## config.mk

```make
export PLATFORM = sky130hd
export DESIGN_NAME = spi_cmd_master
export DESIGN_NICKNAME = d
export VERILOG_FILES = /design/src/rtl/spi_cmd_pkg.sv /design/src/rtl/spi_cmd_decode.sv /design/src/rtl/spi_cmd_shifter.sv /design/src/rtl/spi_cmd_rxfifo.sv /design/src/rtl/spi_cmd_master.sv
export SDC_FILE = /design/constraint.sdc
export NUM_CORES = 1
export LEC_CHECK = 0
export CAP_MARGIN = 40
export CORE_UTILIZATION = 45
export CTS_BUF_LIST = sky130_fd_sc_hd__clkbuf_16
export DETAILED_ROUTE_END_ITERATION = 7
export DONT_BUFFER_PORTS = 1
export GPL_TIMING_DRIVEN = 0
export PLACE_DENSITY = 0.57
export SYNTH_ARGS = -nofsm -noshare
export SYNTH_HDL_FRONTEND = slang
export SYNTH_SLANG_ARGS = --single-unit
```

## constraint.sdc

```tcl
create_clock -name clk -period 2.4 [get_ports clk]
set_input_delay 0.12 -clock clk [delete_from_list [all_inputs] [get_ports clk]]
set_output_delay 0.12 -clock clk [all_outputs]
set_load 0.005 [all_outputs]
```

## src/rtl/spi_cmd_pkg.sv

```systemverilog
package spi_cmd_pkg;
  localparam int BIT_EN    = 0;
  localparam int BIT_DIS   = 1;
  localparam int BIT_SRST  = 7;
  localparam int BIT_FLUSH = 8;
  localparam int BIT_LAST  = 24;

  typedef struct packed {
    logic en;
    logic dis;
    logic srst;
    logic flush;
    logic last;
  } cmd_t;
endpackage

```

## src/rtl/spi_cmd_decode.sv

```systemverilog
module spi_cmd_decode
  import spi_cmd_pkg::*;
#(
  parameter int ADDR_W = 4,
  parameter int DATA_W = 32,
  parameter logic [ADDR_W-1:0] CMD_ADDR = '0
) (
  input  logic              wr_en,
  input  logic [ADDR_W-1:0] wr_addr,
  input  logic [DATA_W-1:0] wr_data,
  output cmd_t              cmd
);
  logic hit;
  assign hit = wr_en && (wr_addr == CMD_ADDR);

  // Each action fires only on a one in its bit position
  always_comb begin
    cmd.en    = hit & wr_data[BIT_EN];
    cmd.dis   = hit & wr_data[BIT_DIS];
    cmd.srst  = hit & wr_data[BIT_SRST];
    cmd.flush = hit & wr_data[BIT_FLUSH];
    cmd.last  = hit & wr_data[BIT_LAST];
  end
endmodule

```

## src/rtl/spi_cmd_shifter.sv

```systemverilog
module spi_cmd_shifter #(
  parameter int SCK_HALF = 2,
  parameter int DW       = 8
) (
  input  logic          clk,
  input  logic          rst_n,
  input  logic          clear,
  input  logic          start,
  input  logic [DW-1:0] tx_byte,
  input  logic          miso,
  output logic          busy,
  output logic          done,
  output logic [DW-1:0] rx_byte,
  output logic          sck,
  output logic          mosi
);
  localparam int DIV_W = (SCK_HALF > 1) ? $clog2(SCK_HALF) : 1;
  localparam int BIT_W = (DW > 1) ? $clog2(DW) : 1;

  logic [DIV_W-1:0] div_q;
  logic [BIT_W-1:0] bit_q;
  logic [DW-1:0]    tx_sh, rx_sh;

  assign mosi    = tx_sh[DW-1];
  assign rx_byte = rx_sh;

  always_ff @(posedge clk or negedge rst_n) begin
    if (!rst_n) begin
      busy  <= 1'b0;
      done  <= 1'b0;
      sck   <= 1'b0;
      div_q <= '0;
      bit_q <= '0;
      tx_sh <= '0;
      rx_sh <= '0;
    end else if (clear) begin
      busy  <= 1'b0;
      done  <= 1'b0;
      sck   <= 1'b0;
      div_q <= '0;
      bit_q <= '0;
    end else begin
      done <= 1'b0;
      if (start && !busy) begin
        busy  <= 1'b1;
        sck   <= 1'b0;
        div_q <= '0;
        bit_q <= '0;
        tx_sh <= tx_byte;
      end else if (busy) begin
        if (div_q == DIV_W'(SCK_HALF - 1)) begin
          div_q <= '0;
          if (!sck) begin
            // leading edge: capture MISO
            sck   <= 1'b1;
            rx_sh <= {rx_sh[DW-2:0], miso};
          end else begin
            // trailing edge: advance MOSI or finish
            sck <= 1'b0;
            if (bit_q == BIT_W'(DW - 1)) begin
              busy <= 1'b0;
              done <= 1'b1;
            end else begin
              bit_q <= bit_q + 1'b1;
              tx_sh <= {tx_sh[DW-2:0], 1'b0};
            end
          end
        end else begin
          div_q <= div_q + 1'b1;
        end
      end
    end
  end
endmodule

```

## src/rtl/spi_cmd_rxfifo.sv

```systemverilog
module spi_cmd_rxfifo #(
  parameter int DEPTH = 4,
  parameter int DW    = 8
) (
  input  logic          clk,
  input  logic          rst_n,
  input  logic          clear,
  input  logic          push,
  input  logic [DW-1:0] push_data,
  output logic          pop_valid,
  input  logic          pop_ready,
  output logic [DW-1:0] pop_data,
  output logic          overrun
);
  // DEPTH must be a power of two so the pointers wrap by themselves
  localparam int AW = (DEPTH > 1) ? $clog2(DEPTH) : 1;
  localparam int CW = $clog2(DEPTH + 1);

  logic [DW-1:0] mem [DEPTH];
  logic [AW-1:0] wp, rp;
  logic [CW-1:0] cnt;
  logic          full, do_push, do_pop;

  assign full      = (cnt == CW'(DEPTH));
  assign pop_valid = (cnt != '0);
  assign pop_data  = mem[rp];
  assign do_push   = push && !full;
  assign do_pop    = pop_valid && pop_ready;

  always_ff @(posedge clk) begin
    if (do_push) mem[wp] <= push_data;
  end

  always_ff @(posedge clk or negedge rst_n) begin
    if (!rst_n) begin
      wp      <= '0;
      rp      <= '0;
      cnt     <= '0;
      overrun <= 1'b0;
    end else if (clear) begin
      wp      <= '0;
      rp      <= '0;
      cnt     <= '0;
      overrun <= 1'b0;
    end else begin
      if (push && full) overrun <= 1'b1;
      if (do_push) wp <= wp + 1'b1;
      if (do_pop)  rp <= rp + 1'b1;
      case ({do_push, do_pop})
        2'b10:   cnt <= cnt + 1'b1;
        2'b01:   cnt <= cnt - 1'b1;
        default: cnt <= cnt;
      endcase
    end
  end
endmodule

```

## src/rtl/spi_cmd_master.sv

```systemverilog
module spi_cmd_master
  import spi_cmd_pkg::*;
#(
  parameter int SCK_HALF   = 2,
  parameter int FIFO_DEPTH = 4,
  parameter int ADDR_W     = 4
) (
  input  logic              clk,
  input  logic              rst_n,
  input  logic              wr_en,
  input  logic [ADDR_W-1:0] wr_addr,
  input  logic [31:0]       wr_data,
  input  logic              fifo_mode,
  input  logic              cs_hold,
  input  logic              tx_valid,
  input  logic [7:0]        tx_data,
  output logic              tx_ready,
  output logic              rx_valid,
  output logic [7:0]        rx_data,
  input  logic              rx_ready,
  output logic              sck,
  output logic              sck_oe,
  output logic              mosi,
  output logic              mosi_oe,
  output logic              cs_n,
  output logic              cs_oe,
  input  logic              miso,
  output logic              busy,
  output logic              enabled,
  output logic              master_mode,
  output logic              overrun
);
  cmd_t       cmd;
  logic       sh_busy, sh_done;
  logic [7:0] sh_rx;
  logic       pend_q, rel_q, start, flush_go, go_off;

  spi_cmd_decode #(.ADDR_W(ADDR_W), .DATA_W(32)) u_dec (
    .wr_en(wr_en), .wr_addr(wr_addr), .wr_data(wr_data), .cmd(cmd)
  );

  // a character stays in flight until its result lands (done cycle)
  assign busy     = sh_busy | sh_done;
  assign tx_ready = enabled & ~busy & ~pend_q;
  assign start    = tx_valid & tx_ready;
  assign flush_go = cmd.flush & fifo_mode & overrun;
  // disable takes effect now when idle, or at the end of the character
  assign go_off   = (cmd.dis & ~busy) | (sh_done & (pend_q | cmd.dis));

  spi_cmd_shifter #(.SCK_HALF(SCK_HALF), .DW(8)) u_shift (
    .clk(clk), .rst_n(rst_n), .clear(cmd.srst), .start(start),
    .tx_byte(tx_data), .miso(miso), .busy(sh_busy), .done(sh_done),
    .rx_byte(sh_rx), .sck(sck), .mosi(mosi)
  );

  spi_cmd_rxfifo #(.DEPTH(FIFO_DEPTH), .DW(8)) u_fifo (
    .clk(clk), .rst_n(rst_n), .clear(cmd.srst | flush_go),
    .push(sh_done), .push_data(sh_rx), .pop_valid(rx_valid),
    .pop_ready(rx_ready), .pop_data(rx_data), .overrun(overrun)
  );

  // enable state, deferred disable and mode
  always_ff @(posedge clk or negedge rst_n) begin
    if (!rst_n) begin
      enabled     <= 1'b0;
      master_mode <= 1'b0;
      pend_q      <= 1'b0;
    end else if (cmd.srst) begin
      enabled     <= 1'b0;
      master_mode <= 1'b0;
      pend_q      <= 1'b0;
    end else if (go_off) begin
      enabled <= 1'b0;
      pend_q  <= 1'b0;
    end else if (cmd.dis) begin
      pend_q <= 1'b1;
    end else if (cmd.en) begin
      enabled     <= 1'b1;
      master_mode <= 1'b1;
    end
  end

  // chip select with hold and one-shot release
  always_ff @(posedge clk or negedge rst_n) begin
    if (!rst_n) begin
      cs_n  <= 1'b1;
      rel_q <= 1'b0;
    end else if (cmd.srst) begin
      cs_n  <= 1'b1;
      rel_q <= 1'b0;
    end else begin
      if (sh_done && (!cs_hold || rel_q)) begin
        cs_n  <= 1'b1;
        rel_q <= 1'b0;
      end else if (start) begin
        cs_n <= 1'b0;
      end
      if (go_off) cs_n <= 1'b1;
      if (cmd.last) rel_q <= 1'b1;
    end
  end

  // pins go to input whenever the controller is not enabled
  assign sck_oe  = enabled;
  assign mosi_oe = enabled;
  assign cs_oe   = enabled;
endmodule

```

=== After elaboration in Yosys (flattened, before gate mapping) ===
Memories as Yosys holds them, arrays and structs flattened.
Cells that the tools add are included.

* Input bits: 52
* Register bits: 36
* Word-level logic and storage cells: 144
* RAM bits: 32
* Output and inout bits: 20
* Memories kept: 1

* Reductions and logical operators: 33
* $add $sub $neg: 6
* Bitwise logic cells: 21
* Eq/ne operators: 9
* Mux-type cells: 58

{| class="wikitable"
|+ Memories
! memory !! words !! bits a word !! rd ports !! clocked after Yosys merged registers in !! write ports !! line !! text
|-
| u_fifo.mem || 4 || 8 || 1 || 0 || 1 || spi_cmd_rxfifo.sv:19 || <nowiki>logic [DW-1:0] mem [DEPTH];</nowiki>
|}

{| class="wikitable"
|+ Operator list
! cell !! number
|-
| 1-bit 2-to-1 mux || 41
|-
| 8-bit 2-to-1 mux || 5
|-
| 3-bit nonzero test || 8
|-
| 3-bit 2-to-1 mux || 7
|-
| 2-bit nonzero test || 7
|-
| 1-bit AND || 12
|-
| 5-bit AND reduction || 2
|-
| 2-bit 2-to-1 mux || 4
|-
| 3-bit by 1-bit adder with 3-bit output, second input constant || 2
|-
| 3-bit == test, second input constant || 2
|-
| 1-bit logical AND || 6
|-
| 2-bit by 1-bit inequality test with 1-bit output, second input constant || 3
|-
| 3-bit by 1-bit inequality test with 1-bit output, second input constant || 2
|-
| 3-bit case mux with 2 select lines || 1
|-
| 1-bit NOT || 5
|-
| 2-bit by 1-bit adder with 2-bit output, second input constant || 2
|-
| 4-bit zero test || 1
|-
| 1-bit OR || 4
|-
| 2-bit AND reduction || 2
|-
| 4-bit AND reduction || 1
|-
| 4-bit nonzero test || 1
|-
| 1-bit zero test || 3
|-
| 3-bit AND reduction || 1
|-
| 3-bit by 1-bit subtractor with 3-bit output, second input constant || 1
|-
| 4 further kinds || 4
|}

=== Depth between registers and ports, before layout ===
Gate-level depths: netlist (run 1).

* Word-level depth: 9
* Gate-level depth with buffers: 9
* Depth with buffers taken out: 9

=== Hierarchy ===
A second synthesis (run 1) with hierarchy kept.

* Cells, all modules: 233
* Area, all modules: 3195.6 um^2

{| class="wikitable"
|+ By module, submodules not included
! module !! instances !! sequential area each (um^2) !! cells an instance !! area an instance (um^2)
|-
| spi_cmd_rxfifo || 1 || 1161.1 || 111 || 1779.2
|-
| spi_cmd_shifter || 1 || 575.6 || 80 || 1052.3
|-
| spi_cmd_master || 1 || 126.4 || 30 || 277.8
|-
| spi_cmd_decode || 1 || 0.0 || 12 || 86.3
|}

=== Worst setup path before layout (run 1) ===
No wires, ideal clock.

* Path type: register to register
* From: register u_shift.done
* To: register u_fifo.cnt[2]
* Arrival time: 1.972 ns
* Data required time: 2.272 ns
* Path slack: 0.299 ns
* Setup time: 0.128 ns
* Path buffers: 0
* Clock period less this slack: 2.101 ns
* Cell stages (with the launch flop): 10
* Cell sequence: dfrtp_1 -> inv_1 -> a21oi_1 -> inv_1 -> ha_1 -> fa_1 -> xnor2_1 -> nor2_1 -> xnor2_1 -> nor2_1

* Word-level cells in the longest chain between the ends: 4
* Elaborated cells between the ends (all ways): 6
* Those cells by class: eq/ne: 2; mux: 2; reduce/logical: 2

{| class="wikitable"
|+ RTL lines
! element !! line !! text
|-
| start, declared || spi_cmd_shifter.sv:12 || <nowiki>output logic done,</nowiki>
|-
| start signal, assigned || spi_cmd_shifter.sv:30 || <nowiki>done <= 1'b0;</nowiki>
|-
| start signal, assigned || spi_cmd_shifter.sv:38 || <nowiki>done <= 1'b0;</nowiki>
|-
| start signal, assigned || spi_cmd_shifter.sv:43 || <nowiki>done <= 1'b0;</nowiki>
|-
| 1-bit logical AND (*) || spi_cmd_rxfifo.sv:27 || <nowiki>assign do_push = push && !full;</nowiki>
|-
| 2-bit by 1-bit == test with 1-bit output or 2-bit == test (tied branches) || spi_cmd_rxfifo.sv:49 || <nowiki>case ({do_push, do_pop})</nowiki>
|-
| 3-bit case mux with 2 select lines || spi_cmd_rxfifo.sv:49 ||
|-
| 3-bit 2-to-1 mux || spi_cmd_rxfifo.sv:40 || <nowiki>end else if (clear) begin</nowiki>
|-
| end signal, assigned || spi_cmd_rxfifo.sv:50 || <nowiki>2'b10: cnt <= cnt + 1'b1;</nowiki>
|-
| end signal, assigned || spi_cmd_rxfifo.sv:51 || <nowiki>2'b01: cnt <= cnt - 1'b1;</nowiki>
|-
| end signal, assigned || spi_cmd_rxfifo.sv:52 || <nowiki>default: cnt <= cnt;</nowiki>
|-
| end, declared || spi_cmd_rxfifo.sv:21 || <nowiki>logic [CW-1:0] cnt;</nowiki>
|}

Every way passes the cells marked *; elsewhere a longest branch is shown, timed or not.
A chain may end at the register's enable or synchronous reset.

=== Worst setup path after layout (run 1) ===
Ends and elaborated chain as after synthesis.

==> flow_metrics.tcl, run 1 <==
set metrics [dict create \
    status "complete, no violations" \
    synthFlopType "dfrtp_1" \
    die_w_um 83.40 \
    grt_pass1_wl_mm 7.790 \
    hold_viol 0 \
    synth_edf_count 32 \
    grt_usage 0.1460 \
    drt_iter0_markers 68 \
    grt_overflow 0 \
    async_flop_share 0.5294 \
    cp_max_fo 7 \
    finalHoldWorstSlack_ps 13.29 \
    nFillCells 526 \
    cts_setup_buffers 0 \
    cts-root-buf "clkbuf_16" \
    cts_tree "yes" \
    slew_headroom 0.6282 \
    syn_to_final_growth_pct 15.15 \
    p_per_area_nw_per_um2 1223 \
    row_count 29 \
    max_freq_mhz 446.2 \
    dr.pass1.iters 4 \
    worstPathArrival_ps 2430 \
    insertion_delay_ps 320 \
    clk_pin_slew_worst_paths_ps 50 \
    dieArea_um2 6956 \
    io_pins 72 \
    rsz0062_at_grt "no" \
    power.leakage_nw 1.363 \
    fin_crit_sh 0.9339 \
    power_mw 4.200 \
    fin_tns_setup_ps 0 \
    drv_cap 0 \
    avgViaCountPerCell 5.412 \
    synth.distinct_cells 46 \
    worst_setup_path_end_kind "register" \
    holdCritPathClass "primary input to register" \
    vias 1602 \
    antenna_cells 0 \
    grt_max_degree 37 \
    fin_worst_skew_ps 3.289 \
    final_util 0.5376 \
    syn_nets 258 \
    critical_path_class "register to register" \
    clockBufferDepth 2 \
    layout.nets 274 \
    post-route-min-period_ps 2241 \
    start_kind "register" \
    antenna_found_initial 0 \
    worst_pin_slew_ps 557.7 \
    htree_levels 3 \
    synth-seq-cells 68 \
    wl_mm 4.731 \
    port-buffer-count 0 \
    seq_area_frac_synth 0.6248 \
    cts_made_buffers 9 \
    ir_drop_mv 0.5537 \
    cts_sinks 68 \
    syn_area_um2 2982 \
    slew_violations 0 \
    setup_violations 0 \
    wl_per_cell_um 15.98 \
    core-area_um2 6386 \
    syn_avg_cell_area_um2 15.06 \
    gp_routability_congestion 0.7807 \
    netlist_instances 198 \
    start_util 0.4669 \
    dp_hpwl_mm 3.334 \
    grt_pass1_vias 1627 \
    dieHeight_um 83.40 \
    drc 0 \
    drive_gt1_frac 0.2785 \
    worstPathRequired_ps 2590 \
    drtAntennaViolNets 0 \
    yosysWarningCount 0 \
]
==> through the flow <==
step | instances | setup WS, ps | area, um2
2_1_floorplan | 198 | 299.1 | 2982
4_1_cts | 296 | 141.0 | 3433
3_3_place_gp | 275 | 74.86 | 3078
3_5_place_dp | 275 | -9.487 | 3078
5_1_grt | 296 | 21.81 | 3433
6_report | 296 | 158.7 | 3433
==> where the power goes <==
part	switching, mW	internal [mW]	leakage, nW
clock network	0.456	0.797	0.137
registers	0.252	1.57	0.737
logic	0.509	0.616	0.489
==> placed cells by master (no fill, tap or decap), drive strengths merged, types with 4 or more instances in the layout <==
cell type	synthesis	routed
mux2	22	22
nand2	11	11
clkbuf	2	11
a21oi	5	5
ha	7	7
edfxtp	32	32
inv	6	7
mux4	8	8
dlygate4sd3	0	4
and2	6	6
nor3	5	5
xnor2	5	5
dfrtp	35	35
nor2	13	13
buf	7	8
==> repair_timing <==
item,CTS,global route
setup endpoints to repair,1,0
gates resized for setup,1,0
hold buffers,5,0
hold endpoints to repair,39,0
==> synthesized netlist by cell type (2+ instances only) <==
| library cell | number | share of area |
|---|---|---|
| buf_2 | 2 | 0.0034 |
| and2_1 | 5 | 0.010 |
| mux2i_1 | 2 | 0.0067 |
| mux4_2 | 8 | 0.060 |
| buf_4 | 3 | 0.0076 |
| xor2_1 | 2 | 0.0059 |
| nor3_4 | 2 | 0.011 |
| a31oi_1 | 3 | 0.0063 |
| nand2_1 | 10 | 0.013 |
| xnor2_1 | 5 | 0.015 |
| nor2_1 | 13 | 0.016 |
| o21ai_0 | 2 | 0.0034 |
| nand3b_1 | 2 | 0.0050 |
| mux2_2 | 22 | 0.083 |
| inv_1 | 6 | 0.0076 |
| nor3_1 | 3 | 0.0050 |
| edfxtp_1 | 32 | 0.32 |
| nor2b_1 | 2 | 0.0042 |
| dfrtp_1 | 35 | 0.29 |
| ha_1 | 7 | 0.029 |
| a21oi_1 | 4 | 0.0067 |
| nand3_1 | 3 | 0.0050 |
| a22o_1 | 2 | 0.0059 |
==> cells by family (layout without fill, tap and decap cells) <==
kind of cell	Yosys count	in the layout	share of synthesized area
AO/OA/AOI/OAI	19	19	0.04533
XOR/XNOR	7	7	0.02056
adder cells (fa/ha/maj)	8	8	0.03609
buffers and inverters	15	36	0.02643
flip-flops	68	68	0.6248
multiplexers	32	32	0.1502
AND/OR/NAND/NOR	49	49	0.09652
==> path summary, 6_finish.rpt <==
kind,from,to,slack (ps),cells past startpoint
worst max register to register,u_shift.done,u_fifo.cnt[2],160,9
worst min-delay path,wr_data[0],cs_oe,10,2
min in group asynchronous,rst_n,u_fifo.rp[0],260,2
worst min register to register,u_shift.tx_sh[4],u_shift.tx_sh[4],500,1
max in group asynchronous,rst_n,cs_n,1890,2
worst max-delay path,u_shift.done,u_fifo.cnt[2],160,9
==> registers in the layout, indices dropped and copies added (netlist names), 2 cells and up <==
signal and flops:
u_fifo.cnt 3, u_fifo.mem 32, u_fifo.rp 2, u_fifo.wp 2, u_shift.bit_q 3, u_shift.rx_byte 8, u_shift.tx_sh 8
==> critical path, cell delays in order, from the launching register on <==
cell	delay (ps)
dfrtp_1	490
inv_1	140
a21oi_2	300
inv_1	80
ha_1	240
fa_1	450
xnor2_1	140
nor2_1	110
xnor2_1	130
nor2_1	50
==> area by class of cell <==
cell class                 count  area [um2]  share of cell area
buffer                         9       56.30             0.01640
clock buffer                   9       225.2             0.06560
clock inverter                 7       66.31             0.01931
inverter                       6       22.52            0.006560
multi-input combinational    115        1044              0.3039
sequential                    68        1863              0.5426
tap                           77       96.34             0.02806
timing repair buffer           5       60.06             0.01749
==> per-layer routing <==
layer	vias to the layer above	GRT usage	part of all wire
met2	34	0.2534	0.52
met3	8	0.03181	0.037
met5	-	0	0
li1	759	-	-
met4	0	0.06583	0.015
met1	801	0.1739	0.43
(Power assumes the default switching activity.)
==> run 2, diff against run 1 <==
--- a/config.mk
+++ b/config.mk
@@ -6,12 +6,13 @@
 export NUM_CORES = 1
 export LEC_CHECK = 0
 export CAP_MARGIN = 40
-export CORE_UTILIZATION = 45
+export CORE_UTILIZATION = 62
 export CTS_BUF_LIST = sky130_fd_sc_hd__clkbuf_16
 export DETAILED_ROUTE_END_ITERATION = 7
 export DONT_BUFFER_PORTS = 1
 export GPL_TIMING_DRIVEN = 0
-export PLACE_DENSITY = 0.57
+export HOLD_SLACK_MARGIN = 0.05
+export PLACE_DENSITY = 0.75
 export SYNTH_ARGS = -nofsm -noshare
 export SYNTH_HDL_FRONTEND = slang
 export SYNTH_SLANG_ARGS = --single-unit
==> flow_metrics.tcl, run 2 (synthesis gave the netlist of run 1 again) <==
set metrics [dict create \
    status "complete, no violations" \
    row_count 24 \
    grt_usage 0.2244 \
    cp_num_buf_inv 2 \
    drtAntennaViolNets 0 \
    drive_gt1_frac 0.2793 \
    path_delay_family "adder cells" \
    dieArea_um2 5090 \
    start_kind "register" \
    clk_pin_slew_worst_paths_ps 50 \
    drv_cap 0 \
    grt_pass1_vias 1716 \
    dieHeight_um 71.35 \
    antenna_found_initial 0 \
    power.leakage_nw 1.401 \
    p_per_area_nw_per_um2 1280 \
    die_w_um 71.35 \
    worst_setup_path_end_kind "register" \
    cts_tree "yes" \
    slew_headroom 0.6563 \
    regMostFlops "u_fifo.mem" \
    start_util 0.6664 \
    htree_levels 3 \
    fin_crit_sh 0.9225 \
    wl_per_cell_um 18.47 \
    wl_mm 5.062 \
    ir_drop_mv 0.7128 \
    final_common_cell "dfrtp_1" \
    setup_violations 0 \
    port-buffer-count 0 \
    cts_setup_buffers 0 \
    slew_violations 0 \
    syn_to_final_growth_pct 17.00 \
    grt_pass1_wl_mm 8.286 \
    avgViaCountPerCell 6.026 \
    insertion_delay_ps 320 \
    io_pins 72 \
    fin_worst_skew_ps 5.597 \
    power_mw 4.465 \
    largest_register_ffs 32 \
    postLayoutSetupSlackWorst_ps 185.9 \
    dp_hpwl_mm 3.262 \
    cp_max_fo 7 \
    holdCritPathClass "primary input to register" \
    rsz0062_at_grt "no" \
    worst_pin_slew_ps 515.5 \
    place_inst 250 \
    slowest_stage "dfrtp_1" \
    drt_iter0_markers 58 \
    grt_max_degree 37 \
    grt_overflow 0 \
    gp_routability_congestion 0.7853 \
    critical_path_class "register to register" \
    layout.nets 277 \
    post-route-min-period_ps 2214 \
    mostFrequentLayoutCells "dfrtp_1, edfxtp_1, mux2_2" \
    dp_slack_ps 4.327 \
    path_cells "inv_1 > a21oi_4 > inv_1 > ha_1 > fa_1 > xnor2_1 > nor2_1 > xnor2_1 > nor2_1" \
    antenna_cells 0 \
    fin_tns_setup_ps 0 \
    cts-root-buf "clkbuf_16" \
    cpPeakStageDelay_ps 520 \
    hold_viol 0 \
    cts_sinks 68 \
    vias 1651 \
    dr.pass1.iters 4 \
    max_freq_mhz 451.7 \
    worstPathArrival_ps 2410 \
    finalHoldWorstSlack_ps 71.00 \
    worstPathRequired_ps 2600 \
    nFillCells 259 \
    instances_no_fill 274 \
    drc 0 \
    core-area_um2 4474 \
    cts_made_buffers 9 \
    clockBufferDepth 2 \
]
==> run 2: cell types whose count changed in the layout (fill, tap and decap cells not counted) <==
cell / before / now
clkinvlp_4: 2 / 1
clkinv_1: 2 / 1
clkinv_4: 0 / 1
bufinv_16: 1 / 3
a21oi_2: 2 / 1
inv_6: 1 / 0
dlygate4sd3_1: 4 / 7
a21oi_4: 0 / 1
==> run 2: through the flow <==
stage,util,instance area [um2]
floorplan,-,2982
global placement,0.6809,3047
detailed placement,0.6809,3047
CTS,0.7780,3481
global route,0.7796,3488
finish,0.7796,3488
==> run 2: path summary, 6_finish.rpt <==
| check | slack (ps) | cells after the start | from | end |
|---|---|---|---|---|
| worst min-delay path | 70 | 2 | tx_valid | u_shift.busy |
| max in group asynchronous | 1890 | 2 | rst_n | cs_n |
| worst min register to register | 500 | 1 | u_shift.bit_q[1] | u_shift.bit_q[1] |
| min in group asynchronous | 260 | 2 | rst_n | u_shift.rx_byte[5] |
| worst max-delay path | 190 | 9 | u_shift.done | u_fifo.cnt[2] |
| worst max register to register | 190 | 9 | u_shift.done | u_fifo.cnt[2] |
==> run 2: routing by layer <==
layer / vias up / GRT usage / part of all wire
met4: 0 / 0.1289 / 0.021
li1: 764 / - / -
met5: - / 0 / 0
met1: 833 / 0.2708 / 0.42
met3: 10 / 0.04501 / 0.040
met2: 44 / 0.3788 / 0.52
==> run 2: where the power goes <==
group / total, mW / switching (mW) / internal [mW]
registers: 1.83 / 0.263 / 1.57
logic: 1.16 / 0.538 / 0.625
clock network: 1.47 / 0.460 / 1.01
total: 4.46 / 1.26 / 3.20
==> run 2: area by class of cell <==
| type | instances | area (um2) | share of cell area |
|---|---|---|---|
| flip-flops and latches | 68 | 1863 | 0.5341 |
| well taps | 52 | 65.06 | 0.01865 |
| multi-input cells | 115 | 1051 | 0.3013 |
| clock buffers | 9 | 225.2 | 0.06456 |
| plain buffers | 9 | 56.30 | 0.01614 |
| inverters | 6 | 22.52 | 0.006456 |
| repair buffers | 8 | 90.09 | 0.02582 |
| clock inverters | 7 | 115.1 | 0.03300 |
==> run 2: what timing repair did <==
action / 4_1_cts / 5_1_grt
gates resized for setup: 1 / 1
hold buffers: 8 / 0
endpoints found under the setup margin: 1 / 1
endpoints found under the hold margin: 42 / 0
==> run 3, diff against run 2 <==
--- a/config.mk
+++ b/config.mk
@@ -6,7 +6,9 @@
 export NUM_CORES = 1
 export LEC_CHECK = 0
 export CAP_MARGIN = 40
-export CORE_UTILIZATION = 62
+export CELL_PAD_IN_SITES_DETAIL_PLACEMENT = 1
+export CELL_PAD_IN_SITES_GLOBAL_PLACEMENT = 1
+export CORE_UTILIZATION = 51
 export CTS_BUF_LIST = sky130_fd_sc_hd__clkbuf_16
 export DETAILED_ROUTE_END_ITERATION = 7
 export DONT_BUFFER_PORTS = 1
==> flow_metrics.tcl, run 3 (synthesis gave the netlist of run 1 again) <==
set metrics [dict create \
    endpoint "u_fifo.cnt[2]" \
    ir_drop_mv 0.6339 \
    gp_routability_congestion 0.9085 \
    start_util 0.5349 \
    postLayoutSetupSlackWorst_ps 202.3 \
    cts_sinks 68 \
    start_kind "register" \
    drtAntennaViolNets 0 \
    grt_usage 0.2274 \
    layout.nets 276 \
    r2r_slack_ps 200 \
    vias 1701 \
    antenna_found_initial 0 \
    critical_path_class "register to register" \
    avgViaCountPerCell 5.805 \
    clockBufferDepth 2 \
    hold_viol 0 \
    regToRegStartpoint "u_shift.done" \
    io_pins 72 \
    drt_iter0_markers 71 \
    regArea_um2 1866 \
    r2r_end "u_fifo.cnt[2]" \
    power.leakage_nw 1.381 \
    cts_tree "yes" \
    min_from "tx_data[7]" \
    regMostFlops "u_fifo.mem" \
    multi_input_area_um2 1051 \
    dp_slack_ps -61.22 \
    rr_worst_depth 9 \
    dr.pass1.iters 4 \
    rsz0062_at_grt "no" \
    drive_gt1_frac 0.2760 \
    syn_to_final_growth_pct 15.57 \
    dieHeight_um 78.46 \
    die_w_um 78.46 \
    startpoint "u_shift.done" \
    insertion_delay_ps 320 \
    core-area_um2 5574 \
    final_common_cell "dfrtp_1" \
    holdCritPathClass "primary input to register" \
    drv_cap 0 \
    antenna_cells 0 \
    slew_headroom 0.5931 \
    cts-root-buf "clkbuf_16" \
    dp_hpwl_mm 3.979 \
    grt_pass1_vias 1918 \
    final_util 0.6182 \
    cts_made_buffers 9 \
    worst_setup_path_end_kind "register" \
    grt_overflow 0 \
    fin_crit_sh 0.9157 \
    cts_setup_buffers 0 \
    worstPathArrival_ps 2390 \
    largest_register_ffs 32 \
    row_count 27 \
    place_inst 270 \
    post-route-min-period_ps 2198 \
    drc 0 \
    power_mw 4.275 \
    grt_max_degree 37 \
    nFillCells 518 \
    max_freq_mhz 455.0 \
    wl_per_cell_um 21.04 \
    p_per_area_nw_per_um2 1241 \
    slew_violations 0 \
    instances_no_fill 293 \
    setup_violations 0 \
    grt_pass1_wl_mm 9.991 \
    worstPathRequired_ps 2590 \
    htree_levels 3 \
    dieArea_um2 6156 \
    status "complete, no violations" \
    wl_mm 6.164 \
    mostFrequentLayoutCells "dfrtp_1, edfxtp_1, mux2_2" \
    cp_max_fo 7 \
    port-buffer-count 0 \
    clk_pin_slew_worst_paths_ps 50 \
    fin_worst_skew_ps 6.039 \
    worst_pin_slew_ps 609.1 \
]
## run 3: cell types whose count changed in the layout (fill, tap and decap cells not counted), sizes merged
| cell | previous run | this run |
|---|---|---|
| dlygate4sd3 | 7 | 6 |
| inv | 6 | 9 |
| bufinv | 3 | 1 |
| clkinvlp | 1 | 0 |
## run 3: worst min path at each step
| stage | to | slack (ps) | depth (start not counted) |
|---|---|---|---|
| after floorplan | cs_oe | -180 | 0 |
| after global placement | u_fifo.cnt[0] | -170 | 0 |
| after detailed placement | u_fifo.cnt[0] | -170 | 0 |
| after CTS | pend_q | 70 | 2 |
| after global routing | pend_q | 80 | 2 |
| final | u_shift.tx_sh[7] | 70 | 2 |
## run 3: cell type report
class	count	share of cell area
Inverter	6	0.006536
Clock buffer	9	0.06536
Tap cell	72	0.02614
Timing Repair Buffer	7	0.02324
Multi-Input combinational cell	115	0.3050
Clock inverter	7	0.01598
Buffer	9	0.01634
Sequential cell	68	0.5414
## run 3: where the power goes
part | internal (mW) | total, mW | switching (mW) | leakage [nW]
clock | 0.784 | 1.23 | 0.448 | 0.150
combinational | 0.623 | 1.18 | 0.560 | 0.496
sequential | 1.57 | 1.86 | 0.287 | 0.735
## run 3: timing repair
| item | in CTS | in global routing |
|---|---|---|
| pin swaps | 0 | 0 |
| hold buffers | 7 | 0 |
| hold endpoints to repair | 41 | 0 |
| setup endpoints to repair | 1 | 1 |
| gates resized for setup | 1 | 3 |
## run 3: worst max-delay path, stage by stage (launching register included)
cell     delay [ps]
dfrtp_2         450
inv_1           140
a21oi_4         230
inv_1            90
ha_1            240
fa_1            450
xnor2_1         140
nor2_1          130
xnor2_1         130
nor2_1           60
## run 3: routing by layer
layer,GRT usage,vias to the layer above,routed length [um]
li1,-,761,-
met1,0.2600,875,2528
met2,0.3930,49,3201
met3,0.05349,16,230
met4,0.1241,0,203
met5,0,-,0
## run 3: metrics by stage
step / TNS, ps / hold WS, ps / instance area, um2
4_1_cts: 0 / 67.13 / 3436
3_5_place_dp: -61.22 / -174.7 / 3072
3_3_place_gp: 0 / -174.5 / 3072
5_1_grt: 0 / 75.36 / 3446
2_1_floorplan: 0 / -175.6 / 2982
6_report: 0 / 73.16 / 3446
